`src/rtl/addsub_pkg.sv`:
```
package addsub_pkg;

    typedef enum logic [1:0] {
        OP_ADD = 2'b00,
        OP_ADC = 2'b01,
        OP_SUB = 2'b10,
        OP_SBC = 2'b11
    } addsub_op_e;

    typedef struct packed {
        logic n;
        logic z;
        logic c;
        logic v;
    } nzcv_t;

endpackage

```
`src/rtl/addsub_operand_prep.sv`:
```
module addsub_operand_prep #(
    parameter int WIDTH = 32
) (
    input  logic [WIDTH-1:0] b_i,
    input  logic [1:0]       op_i,
    input  logic             cf_i,
    input  logic             borrow_mode_i,
    output logic [WIDTH-1:0] b_eff_o,
    output logic             cin_o,
    output logic             is_sub_o
);
    import addsub_pkg::*;

    typedef struct packed {
        logic [WIDTH-1:0] b_eff;
        logic             cin;
        logic             is_sub;
    } prep_t;

    prep_t prep_d;

    always_comb begin
        prep_d = '0;
        unique case (addsub_op_e'(op_i))
            OP_ADD: begin
                prep_d.b_eff  = b_i;
                prep_d.cin    = 1'b0;
                prep_d.is_sub = 1'b0;
            end
            OP_ADC: begin
                prep_d.b_eff  = b_i;
                prep_d.cin    = cf_i;
                prep_d.is_sub = 1'b0;
            end
            OP_SUB: begin
                prep_d.b_eff  = ~b_i;
                prep_d.cin    = 1'b1;
                prep_d.is_sub = 1'b1;
            end
            OP_SBC: begin
                prep_d.b_eff  = ~b_i;
                // In borrow polarity the incoming flag means "borrow", so the
                // adder wants its complement as the carry into bit 0.
                prep_d.cin    = borrow_mode_i ? ~cf_i : cf_i;
                prep_d.is_sub = 1'b1;
            end
            default: prep_d = '0;
        endcase
    end

    assign b_eff_o  = prep_d.b_eff;
    assign cin_o    = prep_d.cin;
    assign is_sub_o = prep_d.is_sub;

endmodule

```
`src/rtl/addsub_ripple.sv`:
```
module addsub_ripple #(
    parameter int WIDTH = 32
) (
    input  logic [WIDTH-1:0] a_i,
    input  logic [WIDTH-1:0] b_i,
    input  logic             cin_i,
    output logic [WIDTH-1:0] sum_o,
    output logic             c_msb_in_o,
    output logic             c_out_o
);
    localparam int MSB = WIDTH - 1;

    logic [WIDTH:0] chain;

    assign chain[0] = cin_i;

    for (genvar i = 0; i < WIDTH; i++) begin : g_bit
        logic axb;
        assign axb          = a_i[i] ^ b_i[i];
        assign sum_o[i]     = axb ^ chain[i];
        assign chain[i + 1] = (a_i[i] & b_i[i]) | (axb & chain[i]);
    end

    assign c_msb_in_o = chain[MSB];
    assign c_out_o    = chain[WIDTH];

endmodule

```
`src/rtl/addsub_flag_gen.sv`:
```
module addsub_flag_gen #(
    parameter int WIDTH = 32
) (
    input  logic [WIDTH-1:0]     sum_i,
    input  logic                 c_msb_in_i,
    input  logic                 c_out_i,
    input  logic                 is_sub_i,
    input  logic                 borrow_mode_i,
    output addsub_pkg::nzcv_t    flags_o
);
    import addsub_pkg::*;

    localparam int MSB = WIDTH - 1;

    nzcv_t flags_d;

    always_comb begin
        flags_d.n = sum_i[MSB];
        flags_d.z = ~|sum_i;
        flags_d.c = (is_sub_i & borrow_mode_i) ? ~c_out_i : c_out_i;
        flags_d.v = c_msb_in_i ^ c_out_i;
    end

    assign flags_o = flags_d;

endmodule

```
`src/rtl/addsub_flags.sv`:
```
module addsub_flags #(
    parameter int WIDTH = 32
) (
    input  logic [WIDTH-1:0] a_i,
    input  logic [WIDTH-1:0] b_i,
    input  logic [1:0]       op_i,
    input  logic             cf_i,
    input  logic             borrow_mode_i,
    output logic [WIDTH-1:0] sum_o,
    output logic             neg_o,
    output logic             zero_o,
    output logic             carry_o,
    output logic             ovf_o
);
    import addsub_pkg::*;

    logic [WIDTH-1:0] b_eff;
    logic             cin;
    logic             is_sub;
    logic [WIDTH-1:0] sum;
    logic             c_msb_in;
    logic             c_out;
    nzcv_t            flags;

    addsub_operand_prep #(.WIDTH(WIDTH)) u_prep (
        .b_i           (b_i),
        .op_i          (op_i),
        .cf_i          (cf_i),
        .borrow_mode_i (borrow_mode_i),
        .b_eff_o       (b_eff),
        .cin_o         (cin),
        .is_sub_o      (is_sub)
    );

    addsub_ripple #(.WIDTH(WIDTH)) u_adder (
        .a_i        (a_i),
        .b_i        (b_eff),
        .cin_i      (cin),
        .sum_o      (sum),
        .c_msb_in_o (c_msb_in),
        .c_out_o    (c_out)
    );

    addsub_flag_gen #(.WIDTH(WIDTH)) u_flags (
        .sum_i         (sum),
        .c_msb_in_i    (c_msb_in),
        .c_out_i       (c_out),
        .is_sub_i      (is_sub),
        .borrow_mode_i (borrow_mode_i),
        .flags_o       (flags)
    );

    assign sum_o   = sum;
    assign neg_o   = flags.n;
    assign zero_o  = flags.z;
    assign carry_o = flags.c;
    assign ovf_o   = flags.v;

endmodule

```
`config.mk`:
```
export PLATFORM = sky130hd
export DESIGN_NAME = addsub_flags
export DESIGN_NICKNAME = d
export VERILOG_FILES = /design/src/rtl/addsub_pkg.sv /design/src/rtl/addsub_operand_prep.sv /design/src/rtl/addsub_ripple.sv /design/src/rtl/addsub_flag_gen.sv /design/src/rtl/addsub_flags.sv
export SDC_FILE = /design/constraint.sdc
export NUM_CORES = 1
export LEC_CHECK = 0
export ABC_AREA = 1
export CORE_UTILIZATION = 25
export DETAILED_ROUTE_END_ITERATION = 10
export PLACE_DENSITY = 0.65
export SYNTH_ARGS = -nofsm -noshare
export SYNTH_HDL_FRONTEND = slang
export SYNTH_SLANG_ARGS = --single-unit
```
`constraint.sdc`:
```
create_clock -name vclk -period 50.5
set_input_delay 7.575 -clock vclk [all_inputs]
set_output_delay 7.575 -clock vclk [all_outputs]
set_load 0.005 [all_outputs]
```
-- Word-level counts from Yosys, hierarchy flattened
Cells that the tools add are included.
- bits in registers: 0
- bits in latches: 0
- memory bits (writable): 0
- bits in read-only memories: 0
- bits of input ports: 68
- word-level logic and storage cells: 174
- memories kept: 0
- add/sub/neg operators: 0
- multiply operators: 0
- divide/modulo/power cells: 0
- order comparisons: 0
- equal/unequal tests: 3
- shift operators: 0
- mux-type cells: 3
- bitwise gates (word level): 165
- reductions and logical operators: 3
- operators with widths (operator ; count):
    case mux 34 bit (4 select lines) ; 1
    AND 1 bit ; 65
    bitwise XOR 1 bit ; 65
    NOT 32 bit ; 1
    OR 1 bit ; 32
    OR reduction 32 bit ; 1
    equality test 2 bit (second input constant) ; 2
    equality test 2 x 1 -> 1 bit (second input constant) ; 1
    zero test 2 bit ; 1
    two-way mux 1 bit ; 2
    NOT 1 bit ; 2
    zero test 1 bit ; 1

-- Logic depth before layout (Yosys ltp)
Gate-level depths: netlist (run 1).
- word-level depth: 70
- gate-level depth with buffers: 41
- gate-level depth less buffers: 41

-- Hierarchy
A second synthesis (run 1) with hierarchy kept.
- cell total of the unflattened synthesis: 122
- area total of the unflattened synthesis: 1209.9 sq um
- by module, submodules not included (module ; times used ; cells an instance ; area each (sq um)):
    addsub_ripple ; 1 ; 42 ; 678.2
    addsub_operand_prep ; 1 ; 45 ; 386.6
    addsub_flag_gen ; 1 ; 35 ; 145.1

-- Worst setup path after synthesis (run 1)
Ideal clock, no wire load.
- path kind: input port to output port
- start point: input op_i[1]
- end point: output zero_o
- arrival: 21.826 ns
- path slack: 21.099 ns
- stages on the path: 41
- buffers on the path: 2
- cells stage by stage: buf_6 -> buf_12 -> xnor2_1 -> fa_1 -> fa_1 -> fa_1 -> fa_1 -> fa_1 -> fa_1 -> fa_1 -> fa_1 -> fa_1 -> fa_1 -> fa_1 -> fa_1 -> fa_1 -> fa_1 -> fa_1 -> [5 not listed] -> fa_1 -> fa_1 -> fa_1 -> fa_1 -> fa_1 -> fa_1 -> fa_1 -> fa_1 -> fa_1 -> fa_1 -> fa_1 -> inv_1 -> fa_1 -> nor2_1 -> nand2_1 -> nor2_1 -> nand2_1 -> nor2_1
- cells in the longest elaborated chain, start to end: 68
- ends and longest elaborated chain (what ; line ; text):
    start, declared ; addsub_flags.sv:6 ; input logic [1:0] op_i,
    equality test 2 bit (tied with other cells) ; addsub_operand_prep.sv:24 ; unique case (addsub_op_e'(op_i))
    case mux 34 bit (4 select lines) * ; addsub_operand_prep.sv:24 ;
    bitwise XOR 1 bit ; addsub_ripple.sv:19 ; assign axb = a_i[i] ^ b_i[i];
    AND 1 bit ; addsub_ripple.sv:21 ; assign chain[i + 1] = (a_i[i] & b_i[i]) | (axb & chain[i]);
    OR 1 bit ; addsub_ripple.sv:21 ;
    AND 1 bit ; addsub_ripple.sv:21 ;
    OR 1 bit ; addsub_ripple.sv:21 ;
    AND 1 bit ; addsub_ripple.sv:21 ;
    [53 not listed] ; n/a ;
    AND 1 bit ; addsub_ripple.sv:21 ;
    OR 1 bit ; addsub_ripple.sv:21 ;
    AND 1 bit ; addsub_ripple.sv:21 ;
    OR 1 bit ; addsub_ripple.sv:21 ;
    bitwise XOR 1 bit * ; addsub_ripple.sv:20 ; assign sum_o[i] = axb ^ chain[i];
    via neg_o ; addsub_flags.sv:10 ; output logic neg_o,
    OR reduction 32 bit * ; addsub_flag_gen.sv:19 ; flags_d.z = ~|sum_i;
    zero test 1 bit * ; addsub_flag_gen.sv:19 ;
    end, declared ; addsub_flags.sv:11 ; output logic zero_o,
The timed path passes the listed nets; every way through them passes the cells marked *.

-- Worst setup path in the final report (run 1)
- start point: input op_i[1]
- end point: output zero_o
- cells in the longest elaborated chain, start to end: 68
- ends and longest elaborated chain (what ; line):
    equality test 2 bit (tied with other cells) ; addsub_operand_prep.sv:24
    case mux 34 bit (4 select lines) * ; addsub_operand_prep.sv:24
    bitwise XOR 1 bit ; addsub_ripple.sv:19
    AND 1 bit ; addsub_ripple.sv:21
    OR 1 bit ; addsub_ripple.sv:21
    AND 1 bit ; addsub_ripple.sv:21
    OR 1 bit ; addsub_ripple.sv:21
    AND 1 bit ; addsub_ripple.sv:21
    [52 not listed] ; n/a
    OR 1 bit ; addsub_ripple.sv:21
    AND 1 bit ; addsub_ripple.sv:21
    OR 1 bit ; addsub_ripple.sv:21
    AND 1 bit ; addsub_ripple.sv:21
    OR 1 bit ; addsub_ripple.sv:21
    bitwise XOR 1 bit ; addsub_ripple.sv:20
    OR reduction 32 bit * ; addsub_flag_gen.sv:19
    zero test 1 bit * ; addsub_flag_gen.sv:19
Every way passes the cells marked *; elsewhere a longest branch is shown, timed or not.

==> out/metrics.yaml, run 1 <==
sta:
  tns_ps: 0
  hold_viol_final: 0
  setup_viol: 0
  max_slew.worst_pin.slew_ps: 536
  period_minus_slack_ps: 30870
  period_share_pct: 61.1
  grt_setup_unrepaired: "false"
  timing.fmax_mhz: 32.4
  relSlewSlack_pct: 64.3
  slew_violations: 0
floorplanning:
  die_x_um: 77.1
  placementRows: 26
  start_util_pct: 26.7
  io_pins: 104
  dieArea_um2: 5940
  die_y_um: 77.1
  core_um2: 5270
critical_path:
  startpoint_type: "input pin"
  crit_type: "input pin to primary output"
  path_common_cell: "fa_1"
  worstPathRequired_ps: 42920
  path_max_fanout: 34
  max_stage_delay_ps: 510
  crit_arrival_ps: 23290
  cp_num_buf_inv: 4
  critPathTopFamily: "adder cells"
  cp_slowest_cell: "clkdlybuf4s50_1"
  cp-end-kind: "primary output"
  cp-startpoint: "op_i[1]"
synth:
  synth_cells: 169
  synth.area.top_cells: "fa_1, xnor2_1, inv_1"
  synth_top_cell_by_area: "fa_1"
  yosysWarnings: 0
  synth.cell_area_um2: 1410
  yosysUniqueCellTypes: 12
  syn_nets: 269
  syn_avg_cell_area_um2: 8.34
  synth_seq_area_share_pct: 0
  synth_top_area_share_pct: 45.5
pwr:
  p_comb_share_pct: 100.0
  pwr-share-clk_pct: 0
  ir_worst_vdd_mv: 0.00728
  cellLeakagePower_nw: 1.15
  swShare_pct: 38.3
  p_int_mw: 0.0286
  cellPowerDensity_nw_per_um2: 18.8
  netSwitchingPower_mw: 0.0178
  power_frac_seq_pct: 0
clock_tree:
  cts_resized: 0
  cts_hold_buf: 0
  post-cts-setup-buffers: 0
grt:
  grt_max_degree: 35
  grt_pass1_vias: 1347
  gr-usage-all-layers_pct: 12.4
  antenna_found_initial: 0
  grt_overflow_total: 0
  grt_pass1_wl_um: 6050
placed_design:
  dp_hpwl_um: 3230
  io_buffers: 104
  routabilityCongestion: 0.754
layout:
  fillers: 538
  area_growth_pct: 74.7
  layout-drive-gt1-share_pct: 1.12
  seqCellArea_um2: 0
  antenna_cells: 0
  final_util_pct: 46.7
  seq_cells: 0
  final_nets: 371
  clkbuf_count: 0
routing:
  ant_nets: 0
  vias_per_cell: 3.76
  dr.first_iter.drc_count: 14
  drcViolationCount: 0
  dr.pass1.iters: 3
  vias: 1274
  wl_per_cell_um: 10.4
  finalWirelength_um: 3520
worst_hold_path:
  hold_class: "input pin to primary output"
  hp-start: "borrow_mode_i"
run_status:
  status: "complete, no violations"
flow_run:
  drv_cap: 0
[layout make-up]
| type | instances | area [µm²] | share of cell area [%] |
|---|---|---|---|
| Inverter | 71 | 267 | 10.8 |
| Multi-Input combinational cell | 93 | 1060 | 43.2 |
| Timing Repair Buffer | 105 | 1040 | 42.4 |
| Tap cell | 70 | 87.6 | 3.56 |
[power groups by stage]
stage               clock network (mW)  logic [mW]  registers [mW]
finish                               0      0.0463               0
global route                         0      0.0518               0
CTS                                  0      0.0473               0
detailed placement                   0      0.0470               0
global placement                     0      0.0465               0
floorplan                            0      0.0215               0
[logic make-up after synthesis]
family | after synthesis | share of synthesized area [%]
buffers and inverters | 76 | 24.5
adder cells (fa/ha/maj) | 32 | 45.5
AND/OR/NAND/NOR | 25 | 7.37
AO/OA/AOI/OAI | 1 | 0.355
XOR/XNOR | 35 | 22.3
[stage by stage]
stage	cell area [µm²]	worst slack [ps]	hold WS, ps	instances	power (mW)
2_1_floorplan	1410	21100	15270	169	0.0215
3_3_place_gp	2460	19670	16160	339	0.0465
3_5_place_dp	2460	19510	16170	339	0.0470
4_1_cts	2460	19470	16170	339	0.0473
5_1_grt	2460	18950	16210	339	0.0518
6_report	2460	19630	16160	339	0.0463
[path summary, 6_finish.rpt]
path	to	slack, ps	cells past startpoint
worst max-delay path	zero_o	19630	43
worst min-delay path	carry_o	16160	4
[synthesized netlist by cell type]
cell	number
o21ai_0	1
nand4_1	4
xor2_1	1
fa_1	32
nor2_1	6
buf_4	1
buf_6	1
inv_1	71
buf_12	3
xnor2_2	1
nand2_1	15
xnor2_1	33
[tightest hold or removal path: stages]
cell and delay [ps]:
clkdlybuf4s50_1 420, nand2_1 80, xnor2_1 60, clkdlybuf4s50_1 450
[per-layer routing]
| metal | share of wire, % | wire length, µm | vias to the layer above | GRT usage, % |
|---|---|---|---|---|
| met4 | 0.54 | 19 | 0 | 0.566 |
| met3 | 5.6 | 196 | 2 | 1.43 |
| li1 | - | - | 646 | - |
| met2 | 51 | 1800 | 47 | 22.9 |
| met5 | 0 | 0 | - | 0 |
| met1 | 43 | 1500 | 579 | 16.3 |
[layout by cell type, fill, tap and decap left out]
master | netlist | final
buf_4 | 1 | 1
nor2_1 | 6 | 6
inv_1 | 71 | 71
clkdlybuf4s50_1 | 0 | 103
nand4_1 | 4 | 4
xnor2_2 | 1 | 1
o21ai_0 | 1 | 1
buf_2 | 0 | 1
nand2_1 | 15 | 15
xnor2_1 | 33 | 33
xor2_1 | 1 | 1
fa_1 | 32 | 32
Power figures use the tool's default switching activity.
==> inputs of run 2 (changes only) <==
clock period = 28.5 ns   (was 50.5 ns; I/O delays follow)
==> run 2 against run 1 <==
Net effect:
- final cell count is the same
- clock-buffer cell count is the same
- non-clock buffer count is the same
- critical endpoint unchanged
- final area is the same
- global-route usage grew 0.38 points
- sequential share of layout area is the same
- critical path type unchanged
==> out/metrics.yaml, run 2 (synthesis gave the netlist of run 1 again) <==
floorplanning:
  start_util_pct: 26.7  # unchanged
  placementRows: 26  # unchanged
  dieArea_um2: 5940  # unchanged
  die_x_um: 77.1  # unchanged
  die_y_um: 77.1  # unchanged
  core_um2: 5270  # unchanged
  io_pins: 104  # unchanged
critical_path:
  path_max_fanout: 34  # unchanged
  cp-end-kind: "primary output"
  crit_arrival_ps: 20010  # -3280 ps
  cp_slowest_cell: "clkdlybuf4s50_1"
  critPathTopFamily: "adder cells"
  cp_num_buf_inv: 4  # unchanged
  max_stage_delay_ps: 520  # about the same
  crit_type: "input pin to primary output"
  worstPathRequired_ps: 24230  # -18690 ps
  startpoint_type: "input pin"
  path_common_cell: "fa_1"
placed_design:
  dp_hpwl_um: 3270  # +1.2%
  io_buffers: 104  # unchanged
  routabilityCongestion: 0.752  # -0.29%
grt:
  grt_pass1_wl_um: 6190  # +2.3%
  grt_overflow_total: 0  # unchanged
  grt_pass1_vias: 1436  # +6.6%
  antenna_found_initial: 0  # unchanged
  gr-usage-all-layers_pct: 12.8  # +0.38 points
  grt_max_degree: 35  # unchanged
pwr:
  ir_worst_vdd_mv: 0.0142  # +94%
  cellLeakagePower_nw: 1.15  # unchanged
  cellPowerDensity_nw_per_um2: 33.4  # +77%
  power_mw: 0.0821  # +77%
layout:
  multiInputGateArea_um2: 1060  # unchanged
  final_nets: 371  # unchanged
  final_cell_mix: "clkdlybuf4s50_1, inv_1, xnor2_1, fa_1, nand2_1"
  clkbuf_count: 0  # unchanged
  layout-drive-gt1-share_pct: 1.12  # unchanged
  fillers: 554  # +3.0%
  layout_commonest_cell: "clkdlybuf4s50_1"
  seqCellArea_um2: 0  # unchanged
  antenna_cells: 0  # unchanged
  area_growth_pct: 74.7  # unchanged
  seq_cells: 0  # unchanged
run_status:
  status: "complete, no violations"
routing:
  vias_per_cell: 3.76  # +0.16%
  dr.first_iter.drc_count: 8  # -6
  dr.pass1.iters: 4  # +1
  finalWirelength_um: 3550  # +0.88%
  wl_per_cell_um: 10.5  # +0.88%
  vias: 1276  # +0.16%
  ant_nets: 0  # unchanged
  drcViolationCount: 0  # unchanged
sta:
  max_slew.worst_pin.slew_ps: 534  # -1.34 ps
  timing.fmax_mhz: 41.2
  setup_viol: 0  # unchanged
  tns_ps: 0  # unchanged
  relSlewSlack_pct: 64.4  # +0.089 points
  grt_setup_unrepaired: "false"
  period_minus_slack_ps: 24280
  hold_viol_final: 0  # unchanged
  slew_violations: 0  # unchanged
  period_share_pct: 85.2
  worst_hold_slack_ps: 9550  # -6600 ps
worst_hold_path:
  hold_class: "input pin to primary output"
clock_tree:
  post-cts-setup-buffers: 0  # unchanged
  cts_hold_buf: 0  # unchanged
  cts_resized: 0  # unchanged
flow_run:
  drv_cap: 0  # unchanged
[run 2: report_power, final]
| part | switching, mW | internal, mW |
|---|---|---|
| clock network | 0 | 0 |
| logic | 0.0315 | 0.0506 |
| registers | 0 | 0 |
| total | 0.0315 | 0.0506 |
[run 2: metrics by stage]
step / cells / instance area [µm²] / util [%] / setup slack [ps]
2_1_floorplan: 169 / 1410 / - / 5700
3_3_place_gp: 339 / 2460 / 46.7 / 4280
3_5_place_dp: 339 / 2460 / 46.7 / 4080
4_1_cts: 339 / 2460 / 46.7 / 4040
5_1_grt: 339 / 2460 / 46.7 / 3350
6_report: 339 / 2460 / 46.7 / 4220
[run 2: path summary, 6_finish.rpt]
kind,startpoint,to,slack [ps],cells past startpoint
setup / recovery,op_i[1],zero_o,4220,43
hold / removal,borrow_mode_i,carry_o,9550,4
[run 2: area by class of cell]
class / instances / share of cell area, %
repair buffers: 105 / 42.4
multi-input cells: 93 / 43.2
inverters: 71 / 10.8
well taps: 70 / 3.56
[run 2: per-layer routing]
layer	GRT usage (%)	up-vias	share of wire, %
met5	0	-	0
met4	0.566	0	0.59
met3	0.595	2	5.0
met2	25.5	49	53
met1	15.7	579	41
li1	-	646	-
[run 2: worst min-delay path, cell delays in order]
cell and delay (ps):
clkdlybuf4s50_1 420, nand2_1 80, xnor2_1 60, clkdlybuf4s50_1 440
